--- src/rtl/hdb3_rx_decoder.sv ---
module hdb3_rx_decoder #(
  parameter int AIS_ZEROS = 3
) (
  input  logic clk,
  input  logic rst_n,
  input  logic hdb3_mode,
  input  logic rail_p,
  input  logic rail_n,
  input  logic alarm_strobe,
  output logic nrz_out,
  output logic err_out,
  output logic ais_out
);
  localparam int CW = $clog2(AIS_ZEROS + 1);
  localparam logic [CW-1:0] CMAX = CW'(AIS_ZEROS);

  logic mark, single, both, viol, subst, space;
  logic last_pos, pol_seen;
  logic [3:0] hist, dpipe, epipe;
  logic nrz_q, err_q, ais_q;
  logic [CW-1:0] cur_cnt, prev_cnt, cur_inc;
  logic [CW:0] pair_sum;

  assign mark   = rail_p | rail_n;
  assign single = rail_p ^ rail_n;
  assign both   = rail_p & rail_n;
  assign space  = ~mark;
  assign viol   = single & pol_seen & (rail_p == last_pos);
  assign subst  = hdb3_mode & viol & hist[3] & ~hist[1] & ~hist[0];

  assign cur_inc  = (space && cur_cnt != CMAX) ? cur_cnt + CW'(1) : cur_cnt;
  assign pair_sum = {1'b0, prev_cnt} + {1'b0, cur_inc};

  always_ff @(posedge clk) begin
    if (!rst_n) begin
      last_pos <= 1'b0;
      pol_seen <= 1'b0;
      hist     <= '0;
      dpipe    <= '0;
      epipe    <= '0;
      nrz_q    <= 1'b0;
      err_q    <= 1'b0;
    end else begin
      hist  <= {hist[2:0], mark};
      epipe <= {epipe[2:0], both | (~hdb3_mode & viol)};
      if (subst) dpipe <= '0;
      else       dpipe <= {dpipe[2:0], mark};
      nrz_q <= dpipe[3];
      err_q <= epipe[3];
      if (single) begin
        last_pos <= rail_p;
        pol_seen <= 1'b1;
      end
    end
  end

  always_ff @(posedge clk) begin
    if (!rst_n) begin
      cur_cnt  <= '0;
      prev_cnt <= '0;
      ais_q    <= 1'b0;
    end else if (alarm_strobe) begin
      ais_q    <= pair_sum < (CW+1)'(AIS_ZEROS);
      prev_cnt <= cur_inc;
      cur_cnt  <= '0;
    end else begin
      cur_cnt <= cur_inc;
    end
  end

  assign nrz_out = nrz_q;
  assign err_out = err_q;
  assign ais_out = ais_q;
endmodule

--- config.mk ---
export PLATFORM = sky130hd
export DESIGN_NAME = hdb3_rx_decoder
export DESIGN_NICKNAME = d
export VERILOG_FILES = /design/src/rtl/hdb3_rx_decoder.sv
export SDC_FILE = /design/constraint.sdc
export NUM_CORES = 1
export LEC_CHECK = 0
export ABC_AREA = 0
export BUFFER_PORTS_ARGS = -buffer_cell sky130_fd_sc_hd__buf_2
export CORE_MARGIN = 5
export CORE_UTILIZATION = 50
export DETAILED_ROUTE_END_ITERATION = 10
export PLACE_DENSITY = 0.7
export REMOVE_ABC_BUFFERS = 1
export SYNTH_ARGS = -nofsm -noshare
export SYNTH_HDL_FRONTEND = slang
export SYNTH_SLANG_ARGS = --single-unit
--- constraint.sdc ---
create_clock -name clk -period 4 [get_ports clk]
set_clock_uncertainty 0.05 [all_clocks]
set_input_delay 0.8 -clock clk [delete_from_list [all_inputs] [get_ports clk]]
set_output_delay 0.8 -clock clk [all_outputs]
set_load 0.05 [all_outputs]
Word level (Yosys, flattened, before mapping)
Index checks and enable logic that the tools add are counted.

word-level totals
  output and inout port bits = 3
  word-level logic and storage cells = 35
  input bits = 6
  register bits = 21

operators by class
  magnitude comparators = 1
  reductions and logical operators = 3
  equality and inequality tests = 2
  multiplexer cells = 1
  $add $sub $neg = 2
  bitwise logic cells = 16

operators by type and width
  cell                                                                   count
  1-bit bitwise AND                                                      8
  1-bit NOT                                                              5
  2-bit OR reduction                                                     2
  2-bit by 2-bit adder with 3-bit output                                 1
  3-bit by 2-bit < comparator with 1-bit output (second input constant)  1
  2-bit by 1-bit adder with 2-bit output (second input constant)         1
  2-bit two-way mux                                                      1
  2-bit != test (second input constant)                                  1
  1-bit OR                                                               2
  1-bit == test                                                          1
  1-bit logical AND                                                      1
  1-bit bitwise XOR                                                      1

Logic depth before layout (Yosys ltp)
Gate-level depths: netlist (run 1).

  word-level depth = 8
  depth in mapped cells = 10
  gate-level depth less buffers = 10

Worst setup path before layout (run 1)
Ideal clock, no wire load.

  kind = input -> register
  start point = in rail_p
  end point = reg ais_q (netlist: ais_out)
  data required time = 3825 ps
  stages = 10
  library setup time = 125 ps
  path slack = 1545 ps
  buffers on the path = 0
  data arrival time = 2280 ps
  cell sequence = inv_1 ha_1 nor2b_2 xnor2_1 inv_1 ha_1 inv_1 fa_1 o211ai_1 a21boi_0

on the way
  longest elaborated chain between the ends = 6

RTL lines
  item                                           line  source
  start, declared                                7     input logic rail_p,
  1-bit OR                                       24    assign mark = rail_p | rail_n;
  1-bit NOT                                      27    assign space = ~mark;
  1-bit logical AND                              31    assign cur_inc = (space && cur_cnt != CMAX) ? cur_cnt + CW'(1) : cur_cnt;
  2-bit two-way mux                              31
  net cur_inc[0]                                 21    logic [CW-1:0] cur_cnt, prev_cnt, cur_inc;
  2-bit by 2-bit adder with 3-bit output         32    assign pair_sum = {1'b0, prev_cnt} + {1'b0, cur_inc};
  3-bit by 2-bit < comparator with 1-bit output  63    ais_q <= pair_sum < (CW+1)'(AIS_ZEROS);
  end signal, assigned                           63
  end, declared                                  20    logic nrz_q, err_q, ais_q;

The timed path passes the listed nets, and every way through them passes these cells.
A chain may end at the register's enable or synchronous reset.

Worst setup path in the final report (run 1)
Ends and elaborated chain as after synthesis.

==> impl_metrics.ini, run 1 <==
[status]
status = complete, no violations

[logic_synthesis]
synth_common_cells = dfxtp_1, and2_1, inv_1
syn_area_sq_um = 754
synthFlopType = dfxtp_1
synth_cells = 68
yosys-top-cells-area = dfxtp_1, and2_1, ha_1
seq_area_frac_synth_pct = 55.7
yosysWarnings = 0
async_flop_share_pct = 0
synth_top_area_share_pct = 55.7
ys_ff_latch = 21
synth_most_common_cell = dfxtp_1
avgSynthCellArea_sq_um = 11.1
synth_cell_type_count = 22
yosysTopAreaCell = dfxtp_1
synth_edf_count = 0

[min_path]
hold_class = reg -> reg

[critical_path]
critical_path.max_fanout = 4
reg2reg_setup_slack_ns = 1.98
end_kind = flip-flop
start_kind = input pin
required_ns = 4.14
crit_type = in -> reg
cp.arrival_ns = 2.55

[routing]
ant_nets = 0
wl_um = 1040
routedWlPerCell_um = 10.9
drc = 0
drt-vias-per-instance = 4.93
vias = 468
firstDrtPassIters = 2
drtIter0Drc = 2

[floorplanning]
initial_core_util_pct = 51.3
die_y_um = 48.8
io_pins = 9
die_area_sq_um = 2390
fp.dieW_um = 48.8
core_sq_um = 1470
rows = 14

[place]
place_area_sq_um = 811
finalWeightedCongestion = 0.665
dp_hpwl_um = 745
io_buffers = 8
place_inst = 91
post-place-ws_ns = 1.26

[clock_network]
clk_pin_slew_ns = 0.11
numClockSinks = 21
cts_resized = 0
clkLatencyLatePin_ns = 0.29
cts_max_path_buffers = 2
numCtsBuffers = 3
post_cts_buffers = 0
cts_tree = built
cts_max_level = 1
root_buffer = clkbuf_4
hold_buffers = 0

[timing]
worst_slack_ns = 1.59
tns_ns = 0
max_slew_margin_pct = 75.2
setup_viol = 0
min_period_ns = 2.41
rsz0062_at_grt = false
tightest_slew_ns = 0.362
fmax_mhz = 414
fin_crit_sh_pct = 60.4
hold_violations = 0
slew_violations = 0

[pwr]
ir_worst_vdd_v = 0.000252
p_leak_nw = 0.390
p_per_area_nw_per_um2 = 419

[global_route]
grt_max_degree = 20
grt_usage_pct = 9.90
antenna_found_initial = 0
grt_first_pass_wirelength_um = 1770
grt_pass1_vias = 447
overflow = 0

[run]
max-cap-violations = 0

[cells_and_area]
fillers = 141
fin_area_sq_um = 837
n_antenna_cell = 0
layoutNonFillerInstCount = 95
fin_nets = 91
area_growth_pct = 10.9
layout-drive-gt1-share_pct = 17.7
==> area by class of cell <==
class | instances | area (sq um) | share of cell area (%)
clock buffers | 4 | 26.3 | 3.14
inverters | 7 | 26.3 | 3.14
multi-input cells | 39 | 304 | 36.3
flip-flops and latches | 21 | 420 | 50.2
well taps | 16 | 20.0 | 2.39
repair buffers | 8 | 40.0 | 4.78
==> power breakdown <==
group / switching (mW) / total (mW) / internal [mW]
logic: 0.0175 / 0.0315 / 0.0141
clock network: 0.0588 / 0.0976 / 0.0388
registers: 0.00350 / 0.222 / 0.218
==> path summary, 6_finish.rpt <==
check,from,end,cells past startpoint
max,rail_p,ais_out,11
min reg2reg,dpipe[3],nrz_out,1
max reg2reg,cur_cnt[0],ais_out,9
min,dpipe[3],nrz_out,1
==> state kept, by name, indices dropped and copies added, names as in the netlist <==
signal,count
ais_out,1
err_out,1
hist,4
cur_cnt,2
pol_seen,1
dpipe,4
epipe,4
prev_cnt,2
last_pos,1
nrz_out,1
==> stage by stage <==
step	power [mW]	hold WS [ns]	util, %
2_1_floorplan	0.248	0.362	-
3_3_place_gp	0.257	0.365	55.1
3_5_place_dp	0.258	0.367	55.1
4_1_cts	0.355	0.393	56.9
5_1_grt	0.371	0.418	56.9
6_report	0.351	0.393	56.9
==> cells by family (layout without fill, tap and decap cells) <==
family | after synthesis | in the layout | synth area share [%]
AOI/OAI and AO/OA | 8 | 8 | 6.97
and+or+nand+nor | 22 | 22 | 19.1
adders and majority gates | 5 | 5 | 9.29
buffers and inverters | 8 | 19 | 3.98
muxes | 2 | 2 | 2.65
DFF | 21 | 21 | 55.7
xor gates and xnor gates | 2 | 2 | 2.32
==> cell usage in the layout (no fill, tap or decap), types with 2 or more instances in the layout <==
master	Yosys	final
dfxtp_1	21	21
and2_1	10	10
buf_2	0	8
inv_1	7	7
ha_1	4	4
clkbuf_4	0	3
xnor2_1	2	2
mux2i_1	2	2
nand2b_1	2	2
nor2_1	2	2
nor2b_1	2	2
o21ai_0	2	2
a21oi_1	2	2
and3_2	2	2
==> critical path: stages <==
cell and delay [ns]:
buf_2 0.12, inv_1 0.05, ha_1 0.19, nor2b_2 0.17, xnor2_1 0.24, inv_1 0.08
ha_1 0.18, inv_1 0.07, fa_1 0.41, o211ai_1 0.16, a21boi_0 0.10
==> per-layer routing <==
layer	vias up	global-route usage [%]	wire length (um)
met5	-	0	0
met4	0	6.73	13
met2	8	15.0	475
met1	217	11.5	502
li1	241	-	-
met3	2	3.67	43
No activity file was read; power rests on OpenSTA's default activity.
==> run 2: changes to the inputs <==
--- a/config.mk
+++ b/config.mk
@@ -8,7 +8,7 @@
 export ABC_AREA = 0
 export BUFFER_PORTS_ARGS = -buffer_cell sky130_fd_sc_hd__buf_2
 export CORE_MARGIN = 5
-export CORE_UTILIZATION = 50
+export CORE_UTILIZATION = 48
 export DETAILED_ROUTE_END_ITERATION = 10
 export PLACE_DENSITY = 0.7
 export REMOVE_ABC_BUFFERS = 1
==> constraint.sdc (replaced) <==
create_clock -name clk -period 1.99 [get_ports clk]
set_clock_uncertainty 0.05 [all_clocks]
set_input_delay 0.398 -clock clk [delete_from_list [all_inputs] [get_ports clk]]
set_output_delay 0.398 -clock clk [all_outputs]
set_load 0.05 [all_outputs]
==> impl_metrics.ini, run 2 (synthesized netlist as in run 1, its figures left out) <==
[status]
status = complete, no violations

[pwr]
p_per_area_nw_per_um2 = 778
power_mw = 0.723
p_leak_nw = 0.427
ir_worst_vdd_v = 0.000403

[clock_network]
hold_buffers = 0
numCtsBuffers = 3
clkLatencyLatePin_ns = 0.30
cts_max_level = 1
numClockSinks = 21
cts_tree = built
cts_max_path_buffers = 2
root_buffer = clkbuf_4
clk_pin_slew_ns = 0.11

[floorplanning]
core_sq_um = 1510
die_y_um = 49.6
rows = 14
die_area_sq_um = 2460
fp.dieW_um = 49.6
io_pins = 9
initial_core_util_pct = 50.1

[critical_path]
end_kind = flip-flop
start_kind = flip-flop
cp.arrival_ns = 2.05
reg2reg_setup_slack_ns = 0.08
critical_path.max_fanout = 2
required_ns = 2.13
crit_type = reg -> reg
r2r_cells = 9
r2r-start = cur_cnt[1]
timing.rr.end = ais_out

[min_path]
hold_class = in -> reg
worstHoldPathCells = 2
hold_start = alarm_strobe
hold_path_end = prev_cnt[0]

[cells_and_area]
reg_top3 = dpipe (4), epipe (4), hist (4)
n_antenna_cell = 0
layout-drive-gt1-share_pct = 30.2
fin_nets = 98
final_common_cell = dfxtp_1
area_growth_pct = 23.2
layout_common_cells = dfxtp_1, and2_1, buf_2

[global_route]
antenna_found_initial = 0
gr-usage-met1_pct = 10.5
overflow = 0
grt_use_met3_pct = 2.71
grt_first_pass_wirelength_um = 1840
grt_max_degree = 20
grt_usage_pct = 9.65
grt_pass1_vias = 492
grt-busiest-layer = met2
globalRouteMet2Util_pct = 15.3

[routing]
drtIter0Drc = 1
ant_nets = 0
vias = 494
drc = 0
routedWlPerCell_um = 10.7
firstDrtPassIters = 2
drt-vias-per-instance = 4.84
wl_um = 1090

[timing]
max_slew_margin_pct = 83.1
slew_violations = 0
tightest_slew_ns = 0.253
worst_slack_ns = 0.0838
hold_violations = 0
min_period_ns = 1.91
fmax_mhz = 525
fin_crit_sh_pct = 95.8
setup_viol = 0

[place]
finalWeightedCongestion = 0.673
io_buffers = 8
dp_hpwl_um = 723
post-place-ws_ns = -0.193

[run]
max-cap-violations = 0
run 2: cell count changes in the layout (fill, tap and decap cells not counted), sizes merged:
cell  change
buf       +7
run 2: repair_timing:
action | in CTS | in global routing
gates resized for setup | 0 | 9
buffers inserted | 0 | 2
endpoints found under the setup margin | 0 | 1
run 2: worst max-delay path, stage by stage, from the launching register on:
cell and delay (ns):
dfxtp_2 0.36, ha_4 0.16, nor2b_4 0.13, xnor2_2 0.13, inv_1 0.07, ha_1 0.18, inv_1 0.06, fa_1 0.40
o211ai_1 0.18, a21boi_1 0.08
run 2: worst max path at each step:
stage,start,endpoint
finish,cur_cnt[1],ais_out
global route,cur_cnt[1],ais_out
CTS,cur_cnt[0],ais_out
detailed placement,rail_p,ais_out
global placement,rail_p,ais_out
floorplan,rail_p,ais_out
run 2: area by class of cell:
| type | instances | area, sq um |
|---|---|---|
| clock buffers | 4 | 26.3 |
| fillers | 129 | 577 |
| inverters | 7 | 26.3 |
| multi-input cells | 39 | 342 |
| flip-flops and latches | 21 | 423 |
| well taps | 16 | 20.0 |
| repair buffers | 15 | 92.6 |
run 2: per-layer routing:
metal | wire length (um) | share of wire, %
met5 | 0 | 0
met4 | 46 | 4.2
met3 | 40 | 3.7
met2 | 497 | 46
met1 | 507 | 46
run 2: power breakdown:
| part | switching (mW) | internal [mW] | total (mW) |
|---|---|---|---|
| logic | 0.0387 | 0.0409 | 0.0796 |
| registers | 0.00726 | 0.439 | 0.446 |
| clock network | 0.119 | 0.0780 | 0.197 |
| total | 0.165 | 0.558 | 0.723 |
run 2: stage by stage:
stage | TNS, ns | hold WS (ns) | cell area, sq um | std cells | util, %
floorplan | -0.0626 | 0.362 | 751 | 67 | -
global placement | -0.168 | 0.366 | 848 | 96 | 56.3
detailed placement | -0.193 | 0.369 | 848 | 96 | 56.3
CTS | 0 | 0.285 | 875 | 100 | 58.1
global route | -0.0216 | 0.304 | 930 | 102 | 61.7
finish | 0 | 0.300 | 930 | 102 | 61.7
==> run 3: changes to the inputs <==
--- a/config.mk
+++ b/config.mk
@@ -7,10 +7,11 @@
 export LEC_CHECK = 0
 export ABC_AREA = 0
 export BUFFER_PORTS_ARGS = -buffer_cell sky130_fd_sc_hd__buf_2
-export CORE_MARGIN = 5
-export CORE_UTILIZATION = 48
+export CORE_MARGIN = 8
+export CORE_UTILIZATION = 50
+export CTS_BUF_LIST = sky130_fd_sc_hd__clkbuf_8
 export DETAILED_ROUTE_END_ITERATION = 10
-export PLACE_DENSITY = 0.7
+export PLACE_DENSITY = 0.73
 export REMOVE_ABC_BUFFERS = 1
 export SYNTH_ARGS = -nofsm -noshare
 export SYNTH_HDL_FRONTEND = slang
==> impl_metrics.ini, run 3 (synthesized netlist as in run 1, its figures left out) <==
[status]
status = complete, no violations

[routing]
drt-vias-per-instance = 4.78
wl_um = 1160
firstDrtPassIters = 4
ant_nets = 0
vias = 468
routedWlPerCell_um = 11.9
drc = 0
drtIter0Drc = 6

[clock_network]
cts_max_level = 1
numCtsBuffers = 3
cts_tree = built
post_cts_buffers = 0
root_buffer = clkbuf_8
cts_max_path_buffers = 2
clkLatencyLatePin_ns = 0.25
clk_pin_slew_ns = 0.07
numClockSinks = 21
hold_buffers = 0
cts_resized = 0

[global_route]
grt_first_pass_wirelength_um = 1820
grt_usage_pct = 8.95
overflow = 0
grt_max_degree = 20
grt_pass1_vias = 445
antenna_found_initial = 0

[cells_and_area]
fin_nets = 94
fillers = 134
reg_top3 = dpipe (4), epipe (4), hist (4)
fin_area_sq_um = 907
area_growth_pct = 20.2
n_antenna_cell = 0
layout-drive-gt1-share_pct = 26.8
final_common_cell = dfxtp_1
layout_common_cells = dfxtp_1, and2_1, buf_2
post-route-util_pct = 62.4

[pwr]
power_mw = 0.781
ir_worst_vdd_v = 0.000492
p_per_area_nw_per_um2 = 861
p_leak_nw = 0.417

[run]
max-cap-violations = 0

[timing]
fmax_mhz = 525
fin_crit_sh_pct = 95.7
slew_violations = 0
setup_viol = 0
min_period_ns = 1.90
tns_ns = 0
tightest_slew_ns = 0.294
rsz0062_at_grt = true
hold_violations = 0
worst_slack_ns = 0.0850
max_slew_margin_pct = 79.8

[floorplanning]
rows = 14
die_area_sq_um = 3010
fp.dieW_um = 54.8
core_sq_um = 1450
io_pins = 9
die_y_um = 54.8
initial_core_util_pct = 51.9

[critical_path]
crit_type = in -> reg
crit_slowest_cell = fa_1
crit_chain = buf_2 > inv_1 > ha_1 > nor2b_4 > xnor2_2 > inv_1 > ha_2 > inv_2 > fa_1 > o211ai_1 > a21boi_1
required_ns = 2.08
crit_family = adder cells
cp.arrival_ns = 2.00
cpPeakStageDelay_ns = 0.47
worstPathBufferInverterCount = 4
reg2reg_setup_slack_ns = 0.09
cp_common_cell = inv_1
critical_path.max_fanout = 2
end_kind = flip-flop
start_kind = input pin

[place]
finalWeightedCongestion = 0.706
io_buffers = 8
post-place-ws_ns = -0.233
place_area_sq_um = 833
dp_hpwl_um = 825

[min_path]
hold_class = in -> reg
-- run 3: cell types whose count changed in the layout (fill, tap and decap cells not counted), sizes merged --
cell and change:
buf -4, clkbuf -1, inv +1
-- run 3: worst register-to-register path, delay by kind of cell, from the launching register on --
family / cells / cell delay (ns)
AO/OA/AOI/OAI: 2 / 0.27
XOR/XNOR: 1 / 0.09
adder cells (fa/ha/maj): 3 / 0.80
buffers and inverters: 2 / 0.10
flip-flops: 1 / 0.35
AND/OR/NAND/NOR: 1 / 0.14
-- run 3: final timing paths --
check / from / end / depth (start not counted)
setup / recovery: rail_p / ais_out / 11
hold / removal: alarm_strobe / prev_cnt[1] / 2
setup reg to reg: cur_cnt[1] / ais_out / 9
hold reg to reg: epipe[3] / err_out / 1
-- run 3: report_power, final --
part	total, mW	internal (mW)	switching, mW
clock network	0.262	0.137	0.125
logic	0.0713	0.0348	0.0366
registers	0.447	0.439	0.00826
total	0.781	0.611	0.170
-- run 3: layer usage --
layer | share of wire (%) | routed length [um] | vias to the layer above | track usage [%]
met5 | 0 | 0 | - | 0
met4 | 2.6 | 30 | 0 | 9.84
met3 | 4.5 | 52 | 4 | 3.26
met2 | 49 | 567 | 7 | 12.8
met1 | 44 | 514 | 206 | 9.42
li1 | - | - | 251 | -
-- run 3: cell type report --
type	instances	area (sq um)	area share, %
flip-flops and latches	21	422	46.5
well taps	16	20.0	2.21
multi-input cells	39	332	36.6
clock inverters	1	3.75	0.414
inverters	7	26.3	2.90
clock buffers	3	41.3	4.55
repair buffers	11	62.6	6.90
-- run 3: stage by stage --
| stage | hold WS (ns) | cells |
|---|---|---|
| floorplan | 0.362 | 67 |
| global placement | 0.368 | 94 |
| detailed placement | 0.378 | 94 |
| CTS | 0.339 | 98 |
| global route | 0.354 | 98 |
| finish | 0.343 | 98 |
